## src/rtl/efb_pkg.sv

```systemverilog
package efb_pkg;
  localparam int unsigned DATA_W_DEF = 8;
  localparam int unsigned CNT_W_DEF  = 8;
  localparam int unsigned STROBE_DEF = 2;

  typedef enum logic [1:0] {
    ST_IDLE   = 2'd0,
    ST_HOLD   = 2'd1,
    ST_STROBE = 2'd2
  } xfer_state_e;
endpackage

```

## src/rtl/efb_rst_sync.sv

```systemverilog
module efb_rst_sync #(
  parameter int unsigned STAGES = 2
) (
  input  logic clk,
  input  logic rst_n_in,
  output logic rst_n_out
);
  logic [STAGES-1:0] chain_q;

  genvar gi;
  generate
    for (gi = 0; gi < STAGES; gi++) begin : g_stage
      if (gi == 0) begin : g_first
        always_ff @(posedge clk or negedge rst_n_in) begin
          if (!rst_n_in) chain_q[gi] <= 1'b0;
          else           chain_q[gi] <= 1'b1;
        end
      end else begin : g_next
        always_ff @(posedge clk or negedge rst_n_in) begin
          if (!rst_n_in) chain_q[gi] <= 1'b0;
          else           chain_q[gi] <= chain_q[gi-1];
        end
      end
    end
  endgenerate

  assign rst_n_out = chain_q[STAGES-1];
endmodule

```

## src/rtl/efb_stall_gate.sv

```systemverilog
module efb_stall_gate (
  input  logic is_write,
  input  logic full_en,
  input  logic empty_en,
  input  logic ext_full,
  input  logic ext_empty,
  output logic stall
);
  logic wr_block;
  logic rd_block;

  always_comb begin
    wr_block = full_en  & ext_full;
    rd_block = empty_en & ext_empty;
    stall    = is_write ? wr_block : rd_block;
  end
endmodule

```

## src/rtl/efb_holdoff_timer.sv

```systemverilog
module efb_holdoff_timer #(
  parameter int unsigned CNT_W = 8
) (
  input  logic             clk,
  input  logic             rst_n,
  input  logic             restart,
  input  logic             tick,
  input  logic [CNT_W-1:0] limit,
  output logic             expire
);
  logic [CNT_W-1:0] cnt_q;
  logic [CNT_W-1:0] cnt_d;
  logic             cnt_en;
  logic             limit_on;

  always_comb begin
    limit_on = (limit != '0);
    expire   = tick && limit_on && (cnt_q == limit - CNT_W'(1));
    cnt_en   = restart | tick;
    cnt_d    = restart ? '0 : cnt_q + CNT_W'(1);
  end

  always_ff @(posedge clk or negedge rst_n) begin
    if (!rst_n)      cnt_q <= '0;
    else if (cnt_en) cnt_q <= cnt_d;
  end
endmodule

```

## src/rtl/efb_limit_reg.sv

```systemverilog
module efb_limit_reg #(
  parameter int unsigned CNT_W = 8
) (
  input  logic             clk,
  input  logic             rst_n,
  input  logic             load,
  input  logic [CNT_W-1:0] value,
  output logic [CNT_W-1:0] limit
);
  logic [CNT_W-1:0] limit_q;

  always_ff @(posedge clk or negedge rst_n) begin
    if (!rst_n)    limit_q <= '1;
    else if (load) limit_q <= value;
  end

  assign limit = limit_q;
endmodule

```

## src/rtl/efb_strobe_seq.sv

```systemverilog
module efb_strobe_seq
  import efb_pkg::*;
#(
  parameter int unsigned DATA_W        = 8,
  parameter int unsigned STROBE_CYCLES = 2
) (
  input  logic              clk,
  input  logic              rst_n,
  input  logic              req_valid,
  input  logic              req_write,
  input  logic [DATA_W-1:0] req_wdata,
  input  logic              stall,
  input  logic              expire,
  input  logic [DATA_W-1:0] ext_din,
  output logic              accept,
  output logic              in_hold,
  output logic              cur_write,
  output logic              req_ready,
  output logic              rd_n,
  output logic              wr_n,
  output logic [DATA_W-1:0] dout,
  output logic              doe,
  output logic              done,
  output logic              done_err,
  output logic [DATA_W-1:0] rdata
);
  localparam int unsigned PH_W = (STROBE_CYCLES > 1) ? $clog2(STROBE_CYCLES) : 1;
  localparam logic [PH_W-1:0] PH_LAST = PH_W'(STROBE_CYCLES - 1);

  xfer_state_e       state_q, state_d;
  logic [PH_W-1:0]   phase_q, phase_d;
  logic              write_q, write_d;
  logic [DATA_W-1:0] wdata_q;
  logic [DATA_W-1:0] rdata_q;
  logic              done_q, done_d;
  logic              derr_q, derr_d;
  logic              wdata_en;
  logic              rdata_en;

  always_comb begin
    state_d  = state_q;
    phase_d  = phase_q;
    write_d  = write_q;
    done_d   = 1'b0;
    derr_d   = 1'b0;
    wdata_en = 1'b0;
    rdata_en = 1'b0;
    unique case (state_q)
      ST_IDLE: begin
        if (req_valid) begin
          state_d  = ST_HOLD;
          write_d  = req_write;
          wdata_en = req_write;
        end
      end
      ST_HOLD: begin
        if (!stall) begin
          state_d = ST_STROBE;
          phase_d = '0;
        end else if (expire) begin
          state_d = ST_IDLE;
          done_d  = 1'b1;
          derr_d  = 1'b1;
        end
      end
      ST_STROBE: begin
        if (phase_q == PH_LAST) begin
          state_d  = ST_IDLE;
          done_d   = 1'b1;
          rdata_en = ~write_q;
        end else begin
          phase_d = phase_q + PH_W'(1);
        end
      end
      default: state_d = ST_IDLE;
    endcase
  end

  always_ff @(posedge clk or negedge rst_n) begin
    if (!rst_n) begin
      state_q <= ST_IDLE;
      phase_q <= '0;
      write_q <= 1'b0;
      done_q  <= 1'b0;
      derr_q  <= 1'b0;
    end else begin
      state_q <= state_d;
      phase_q <= phase_d;
      write_q <= write_d;
      done_q  <= done_d;
      derr_q  <= derr_d;
    end
  end

  always_ff @(posedge clk or negedge rst_n) begin
    if (!rst_n)        wdata_q <= '0;
    else if (wdata_en) wdata_q <= req_wdata;
  end

  always_ff @(posedge clk or negedge rst_n) begin
    if (!rst_n)        rdata_q <= '0;
    else if (rdata_en) rdata_q <= ext_din;
  end

  always_comb begin
    accept    = (state_q == ST_IDLE) && req_valid;
    in_hold   = (state_q == ST_HOLD);
    cur_write = write_q;
    req_ready = (state_q == ST_IDLE);
    wr_n      = !((state_q == ST_STROBE) && write_q);
    rd_n      = !((state_q == ST_STROBE) && !write_q);
    doe       = write_q && (state_q != ST_IDLE);
    dout      = wdata_q;
    done      = done_q;
    done_err  = derr_q;
    rdata     = rdata_q;
  end
endmodule

```

## src/rtl/extfifo_bridge.sv

```systemverilog
module extfifo_bridge
  import efb_pkg::*;
#(
  parameter int unsigned DATA_W        = DATA_W_DEF,
  parameter int unsigned CNT_W         = CNT_W_DEF,
  parameter int unsigned STROBE_CYCLES = STROBE_DEF,
  parameter int unsigned SYNC_STAGES   = 2
) (
  input  logic              clk,
  input  logic              rst_n,
  input  logic              req_valid,
  input  logic              req_write,
  input  logic [DATA_W-1:0] req_wdata,
  output logic              req_ready,
  input  logic              full_gate_en,
  input  logic              empty_gate_en,
  input  logic              cfg_limit_we,
  input  logic [CNT_W-1:0]  cfg_limit_val,
  input  logic              err_clr,
  input  logic              ext_full,
  input  logic              ext_empty,
  input  logic [DATA_W-1:0] ext_din,
  output logic [DATA_W-1:0] ext_dout,
  output logic              ext_doe,
  output logic              ext_rd_n,
  output logic              ext_wr_n,
  output logic              done,
  output logic              done_err,
  output logic [DATA_W-1:0] rdata,
  output logic              err_flag
);
  logic             srst_n;
  logic             accept;
  logic             in_hold;
  logic             cur_write;
  logic             stall;
  logic             expire;
  logic [CNT_W-1:0] limit;
  logic             err_q, err_d, err_en;

  efb_rst_sync #(.STAGES(SYNC_STAGES)) u_rst (
    .clk       (clk),
    .rst_n_in  (rst_n),
    .rst_n_out (srst_n)
  );

  efb_limit_reg #(.CNT_W(CNT_W)) u_limit (
    .clk   (clk),
    .rst_n (srst_n),
    .load  (cfg_limit_we),
    .value (cfg_limit_val),
    .limit (limit)
  );

  efb_stall_gate u_gate (
    .is_write  (cur_write),
    .full_en   (full_gate_en),
    .empty_en  (empty_gate_en),
    .ext_full  (ext_full),
    .ext_empty (ext_empty),
    .stall     (stall)
  );

  efb_holdoff_timer #(.CNT_W(CNT_W)) u_timer (
    .clk     (clk),
    .rst_n   (srst_n),
    .restart (accept),
    .tick    (in_hold & stall),
    .limit   (limit),
    .expire  (expire)
  );

  efb_strobe_seq #(
    .DATA_W        (DATA_W),
    .STROBE_CYCLES (STROBE_CYCLES)
  ) u_seq (
    .clk       (clk),
    .rst_n     (srst_n),
    .req_valid (req_valid),
    .req_write (req_write),
    .req_wdata (req_wdata),
    .stall     (stall),
    .expire    (expire),
    .ext_din   (ext_din),
    .accept    (accept),
    .in_hold   (in_hold),
    .cur_write (cur_write),
    .req_ready (req_ready),
    .rd_n      (ext_rd_n),
    .wr_n      (ext_wr_n),
    .dout      (ext_dout),
    .doe       (ext_doe),
    .done      (done),
    .done_err  (done_err),
    .rdata     (rdata)
  );

  // Sticky error: an abort at the same edge wins over a clear.
  always_comb begin
    err_en = (in_hold & expire) | err_clr;
    err_d  = in_hold & expire;
  end

  always_ff @(posedge clk or negedge srst_n) begin
    if (!srst_n)     err_q <= 1'b0;
    else if (err_en) err_q <= err_d;
  end

  assign err_flag = err_q;
endmodule

```

## config.mk

```make
export PLATFORM = sky130hd
export DESIGN_NAME = extfifo_bridge
export DESIGN_NICKNAME = d
export VERILOG_FILES = /design/src/rtl/efb_pkg.sv /design/src/rtl/efb_rst_sync.sv /design/src/rtl/efb_stall_gate.sv /design/src/rtl/efb_holdoff_timer.sv /design/src/rtl/efb_limit_reg.sv /design/src/rtl/efb_strobe_seq.sv /design/src/rtl/extfifo_bridge.sv
export SDC_FILE = /design/constraint.sdc
export NUM_CORES = 1
export LEC_CHECK = 0
export BUFFER_PORTS_ARGS = -buffer_cell sky130_fd_sc_hd__buf_2
export CAP_MARGIN = 0
export CORE_MARGIN = 5
export CORE_UTILIZATION = 50
export DETAILED_ROUTE_END_ITERATION = 16
export PLACE_DENSITY = 0.76
export SLEW_MARGIN = 40
export SYNTH_ARGS = -nofsm -noshare
export SYNTH_HDL_FRONTEND = slang
export SYNTH_HIERARCHICAL = 1
export SYNTH_SLANG_ARGS = --single-unit
```

## constraint.sdc

```tcl
create_clock -name clk -period 1.71 [get_ports clk]
set_clock_uncertainty 0.15 [all_clocks]
set_input_delay 0.2565 -clock clk [delete_from_list [all_inputs] [get_ports clk]]
set_output_delay 0.2565 -clock clk [all_outputs]
set_load 0.005 [all_outputs]
```

# Word level (Yosys, flattened, before mapping)
# Cells that the tools add are included.
# totals
register_bits	41
inputBits	34
out_inout_bits	23
word_cells	64
# classes
addsub	3
eq_ne	7
n_mux	19
n_bitwise	7
reduce_logical	16
# ops
operator	count
$mux 1	11
$add 8x1->8 const B	1
$eq 8x8->1	1
$mux 2	4
$mux 8	1
$reduce_bool 8->1	1
$sub 8x1->8 const B	1
$logic_and 1x1->1	6
$pmux 2 s3	1
$and 1x1->1	4
$ne 2x2->1 const B	2
$pmux 1 s2	2
$reduce_and 2->1	2
$reduce_bool 2->1	2
$logic_not 1->1	3
$ne 3x2->1 const B	1
$reduce_and 3->1	1
$eq 2x1->1 const B	1
$eq 2x2->1 const B	1
$logic_not 2->1	1
$ne 2x1->1 const B	1
$or 1x1->1	2
$add 1x1->1 const B	1
$not 1->1	1

# Depth between registers and ports, before layout
# logic_depth
word_depth	8
depth_mapped	10
mapped_depth_nobuf	10

# Hierarchy
# The synthesis kept the hierarchy.
# by_module_without_submodules
mod	n_inst	cells_each	area_per_inst_um2	seq_area_each_um2
efb_strobe_seq	1	68	1004.7	550.5
efb_holdoff_timer	1	74	686.9	200.2
efb_limit_reg	1	17	341.6	210.2
efb_rst_sync	1	3	53.8	50.0
extfifo_bridge	1	5	47.5	25.0
efb_stall_gate	1	3	13.8	0.0

# Worst setup path before layout
# OpenSTA, ideal clock, no wires.
# synth_timing
path_type	flip-flop to flip-flop
from	reg u_limit.limit_q[0] (netlist: u_limit/limit[0])
to	reg u_seq.state_q[0]
setup_time_ns	0.128
t_arrival_ns	2.371
required_time_ns	1.432
setup_slack_ns	-0.939
path_stages_with_launch	11
n_path_buf	0
synth_period_minus_slack_ns	2.649
path_cell_list	dfstp_2 > inv_1 > ha_1 > nand2b_1 > nor4_2 > xnor2_1 > a211o_1 > nor4_2 > inv_1 > a311oi_2 > mux2_1
# synth_via
elab_chain_len	5
elab_cells_between_ends	7
cone_classes	add/sub (1); eq/ne (2); reduce/logical (4)
# synth_lines
item	line_no	text
start: declaration	efb_limit_reg.sv:10	logic [CNT_W-1:0] limit_q;
start signal: assignment	efb_limit_reg.sv:14	else if (load) limit_q <= value;
$sub 8x1->8 / $reduce_bool 8->1 (equally long branches)	efb_holdoff_timer.sv:18, efb_holdoff_timer.sv:17	
$eq 8x8->1 / $logic_and 1x1->1 (equally long branches)	efb_holdoff_timer.sv:18	expire = tick && limit_on && (cnt_q == limit - CNT_W'(1));
$logic_and 1x1->1 *	efb_holdoff_timer.sv:18	
named net expire	extfifo_bridge.sv:37	logic expire;
$ne 3x2->1 (no source line) *	--	
$reduce_and 3->1 (no source line) *	--	
end signal: assignment	efb_strobe_seq.sv:87	state_q <= state_d;
end: declaration	efb_strobe_seq.sv:30	xfer_state_e state_q, state_d;
# The timed path passes the listed nets; every way through them passes the cells marked *.
# A chain may end at the register's enable or synchronous reset.

# Worst setup path in the final report
# layout_timing
from	reg u_limit.limit_q[1] (netlist: u_limit/limit[1])
to	reg u_seq.state_q[0]
# The elaborated chain is that of the path after synthesis.

==> flow_summary_export.csv <==
group,metric,value,unit
worst_setup_path,r2r_start,"u_limit/limit[1]",
place,dpl_cell_area,2748,µm²
clocking,cts-root-buf,"clkbuf_8",
worst_setup_path,crit_path_start_kind,"flop",
drt,drc_errors,0,
outcome,status,"finished, violations left",
worst_setup_path,r2r_slack,-0.91,ns
clocking,insertion_delay,0.31,ns
synth,ys_seq_area_frac,0.4822,
grt,grt_util_all_layers,0.1982,
clocking,clockBufferDepth,2,
drt,wl_per_cell,19.57,µm
outcome,violations,"setup timing",
worst_setup_path,cp.required,1.75,ns
worst_setup_path,cp.arrival,2.66,ns
clocking,htreeDepth,2,
sta,max_freq,382.0,MHz
synth,netlist.area_leader.share,0.3844,
drt,drt_iter0_markers,187,
sta,layout_setup_ws,-0.9077,ns
worst_setup_path,r2r_cells,9,
clocking,cts_tree,"built",
clocking,numCtsBuffers,5,
flow_run,drv_cap,0,
drt,drt-total-wl,6440,µm
grt,antenna_found_initial,0,
drt,dr.pass1.iters,4,
sta,hold_viol_final,0,
clocking,clkSinkCount,41,
synth,yosys.cell_types.count,47,
clocking,clkTransAtPathRegs,0.09,ns
floorplanning,core_area,4086,µm²
hold_path,hold_start,"ext_din[1]",
floorplanning,die_y,75.55,µm
power_and_ir_drop,clockPowerShare,0.190,
sta,fin_tns_setup,-4.041,ns
grt,grt_max_degree,17,
finish,nets,319,
hold_path,min_path_type,"in -> reg",
finish,diodes,0,
synth,synth.top_cells.by_area,"dfrtp_1 38%, mux2_4 11%, dfstp_2 9.8%",
finish,fillCellCount,224,
grt,grt-ovfl-total,0,
floorplanning,dieArea,5708,µm²
synth,yosys_warnings,6,
place,hpwl,3761,µm
finish,design_area,3227,µm²
drt,final_antenna_net_count,0,
grt,grt_pass1_wl,8404,µm
sta,period_minus_slack,2.618,ns
worst_setup_path,cp-end-kind,"flop",
power_and_ir_drop,power_frac_comb,0.466,
sta,report.final.slew_viol_count,0,
synth,synth_area_leader_cell,"dfrtp_1",
synth,synth_area,2148,µm²
drt,via_per_inst,5.562,
place,port_buffers,56,
sta,setup_viol_count_final,17,
power_and_ir_drop,internal_power,2829,µW
worst_setup_path,r2r-end,"u_seq/state_q[0]",
finish,synthToLayoutAreaGrowth,50.20,%
power_and_ir_drop,p_leak,0.001580,µW
power_and_ir_drop,switching_power,1428,µW
floorplanning,fp.dieW,75.55,µm
finish,drive_above_1_share,0.6452,
grt,grt_pass1_vias,1759,
synth,synth_area_per_cell,12.64,µm²
floorplanning,rows,23,
power_and_ir_drop,powerDensity,1319,nW/µm²
worst_setup_path,crit_type,"reg -> reg",
place,place.gp.congestion,0.8497,
floorplanning,start_util,0.5257,
power_and_ir_drop,switching_share,0.3355,
synth,synth_cells,170,
hold_path,whs_path_depth,2,
power_and_ir_drop,vdd_drop_max,1043,µV
synth,synth_nets,211,
hold_path,hold_end,"u_seq/rdata[1]",
worst_setup_path,path_max_fanout,2,
drt,vias,1830,
sta,period_share,1.531,
sta,rsz0062_at_grt,"yes",
synth,synth-seq-cells,41,
floorplanning,io_pins,57,
power_and_ir_drop,p_seq_frac,0.345,
==> registers in the layout, summed over array words and instances, names as in the netlist <==
name             cells
u_limit/limit        8
u_seq/cur_write      1
u_seq/phase_q        1
u_timer/cnt_q        8
u_seq/done_err       1
err_flag             1
u_seq/done           1
u_rst/rst_n_out      1
u_seq/state_q        2
u_seq/rdata          8
u_seq/dout           8
u_rst/chain_q        1
==> Yosys cell counts, drive strengths merged <==
| library cell | number |
|---|---|
| nand3 | 3 |
| or3 | 2 |
| and2b | 2 |
| and3 | 2 |
| a211o | 1 |
| o21a | 1 |
| conb | 1 |
| inv | 9 |
| xor2 | 5 |
| ha | 7 |
| nand2b | 3 |
| nand3b | 1 |
| a211oi | 1 |
| nor2b | 1 |
| nand2 | 12 |
| nor2 | 10 |
| o41ai | 1 |
| o2111ai | 1 |
| a21bo | 1 |
| nand4 | 2 |
| o21ai | 7 |
| nor4 | 3 |
| xnor2 | 7 |
| dfrtp | 33 |
| a21oi | 3 |
| and4b | 1 |
| nor3 | 1 |
| o41a | 1 |
| a311oi | 1 |
| and2 | 4 |
| buf | 3 |
| dfstp | 8 |
| mux2 | 26 |
| o211ai | 2 |
| mux2i | 3 |
| a21o | 1 |
==> repair_timing <==
| action | in CTS | in global routing |
|---|---|---|
| cloned | 0 | 1 |
| pin swaps | 14 | 16 |
| resized for setup | 21 | 36 |
| hold buffers | 2 | 0 |
| hold endpoints to repair | 3 | 0 |
| buffers inserted | 7 | 10 |
| endpoints found under the setup margin | 28 | 30 |
==> per-layer routing <==
| metal | GRT usage | vias up | share of wire |
|---|---|---|---|
| met5 | 0 | - | 0 |
| li1 | - | 808 | - |
| met4 | 0.06408 | 0 | 0.037 |
| met2 | 0.3337 | 89 | 0.52 |
| met1 | 0.2515 | 908 | 0.38 |
| met3 | 0.04749 | 25 | 0.062 |
==> critical path: stages, from the launching register on <==
cell      delay [ns]
dfstp_2         0.56
inv_2           0.05
ha_4            0.26
xor2_1          0.15
nand3_1         0.12
a211o_1         0.28
nor4_4          0.24
inv_1           0.11
a311oi_2        0.24
mux2_1          0.35
==> cells in the final DEF, fill, tap and decap left out, types with 4 or more instances in the layout <==
cell / instances
clkbuf_8: 5
ha_4: 4
inv_1: 5
dfrtp_1: 33
dfstp_2: 8
buf_6: 13
nand2_1: 7
buf_4: 32
mux2_4: 24
xor2_1: 5
buf_2: 54
o21ai_0: 4
nor2_1: 9
xnor2_1: 7
==> worst max path at each step <==
stage                     startpoint                to  slack [ns]  depth (start not counted)
global route        u_limit/limit[0]  u_seq/state_q[0]       -0.98                          9
detailed placement  u_limit/limit[1]  u_seq/state_q[0]       -0.89                          9
floorplan           u_limit/limit[0]  u_seq/state_q[0]       -0.79                          9
global placement    u_limit/limit[1]  u_seq/state_q[0]       -0.79                          9
finish              u_limit/limit[1]  u_seq/state_q[0]       -0.91                          9
CTS                 u_limit/limit[1]  u_seq/state_q[0]       -0.81                          9
==> cell type report <==
cell class,count,area (µm²),share of cell area
inverter,9,36.28,0.01124
multi-input combinational,118,1260,0.3905
sequential,41,1036,0.3211
clock buffer,5,68.82,0.02133
tap,50,62.56,0.01939
clock inverter,3,46.29,0.01435
timing repair buffer,103,716.9,0.2222
==> power by group through the flow <==
stage	logic (µW)	registers [µW]	clock network (µW)
global route	2110	1500	871
finish	1980	1470	807
CTS	1620	1430	821
detailed placement	1420	1440	0
global placement	1380	1430	0
floorplan	753	1470	0
==> logic make-up after synthesis <==
group / after synthesis / synth area share
adders and majority gates: 7 / 0.04077
AOI/OAI and AO/OA: 21 / 0.07221
DFF: 41 / 0.4822
xor gates and xnor gates: 12 / 0.04892
buffers and inverters: 12 / 0.02853
other: 1 / 0.001746
muxes: 29 / 0.1782
and+or+nand+nor: 47 / 0.1474
==> stage by stage <==
step	hold slack, ns	cells	setup WS, ns	utilization	power, µW
after detailed placement	-0.1074	306	-0.8851	0.6724	2861
after floorplan	-0.1891	170	-0.7877	-	2223
final	0.02412	329	-0.9077	0.7897	4258
after CTS	0.01688	322	-0.8150	0.7404	3873
after global placement	-0.1076	306	-0.7861	0.6724	2807
after global routing	0.01046	329	-0.9843	0.7897	4479
(Power assumes the default switching activity.)
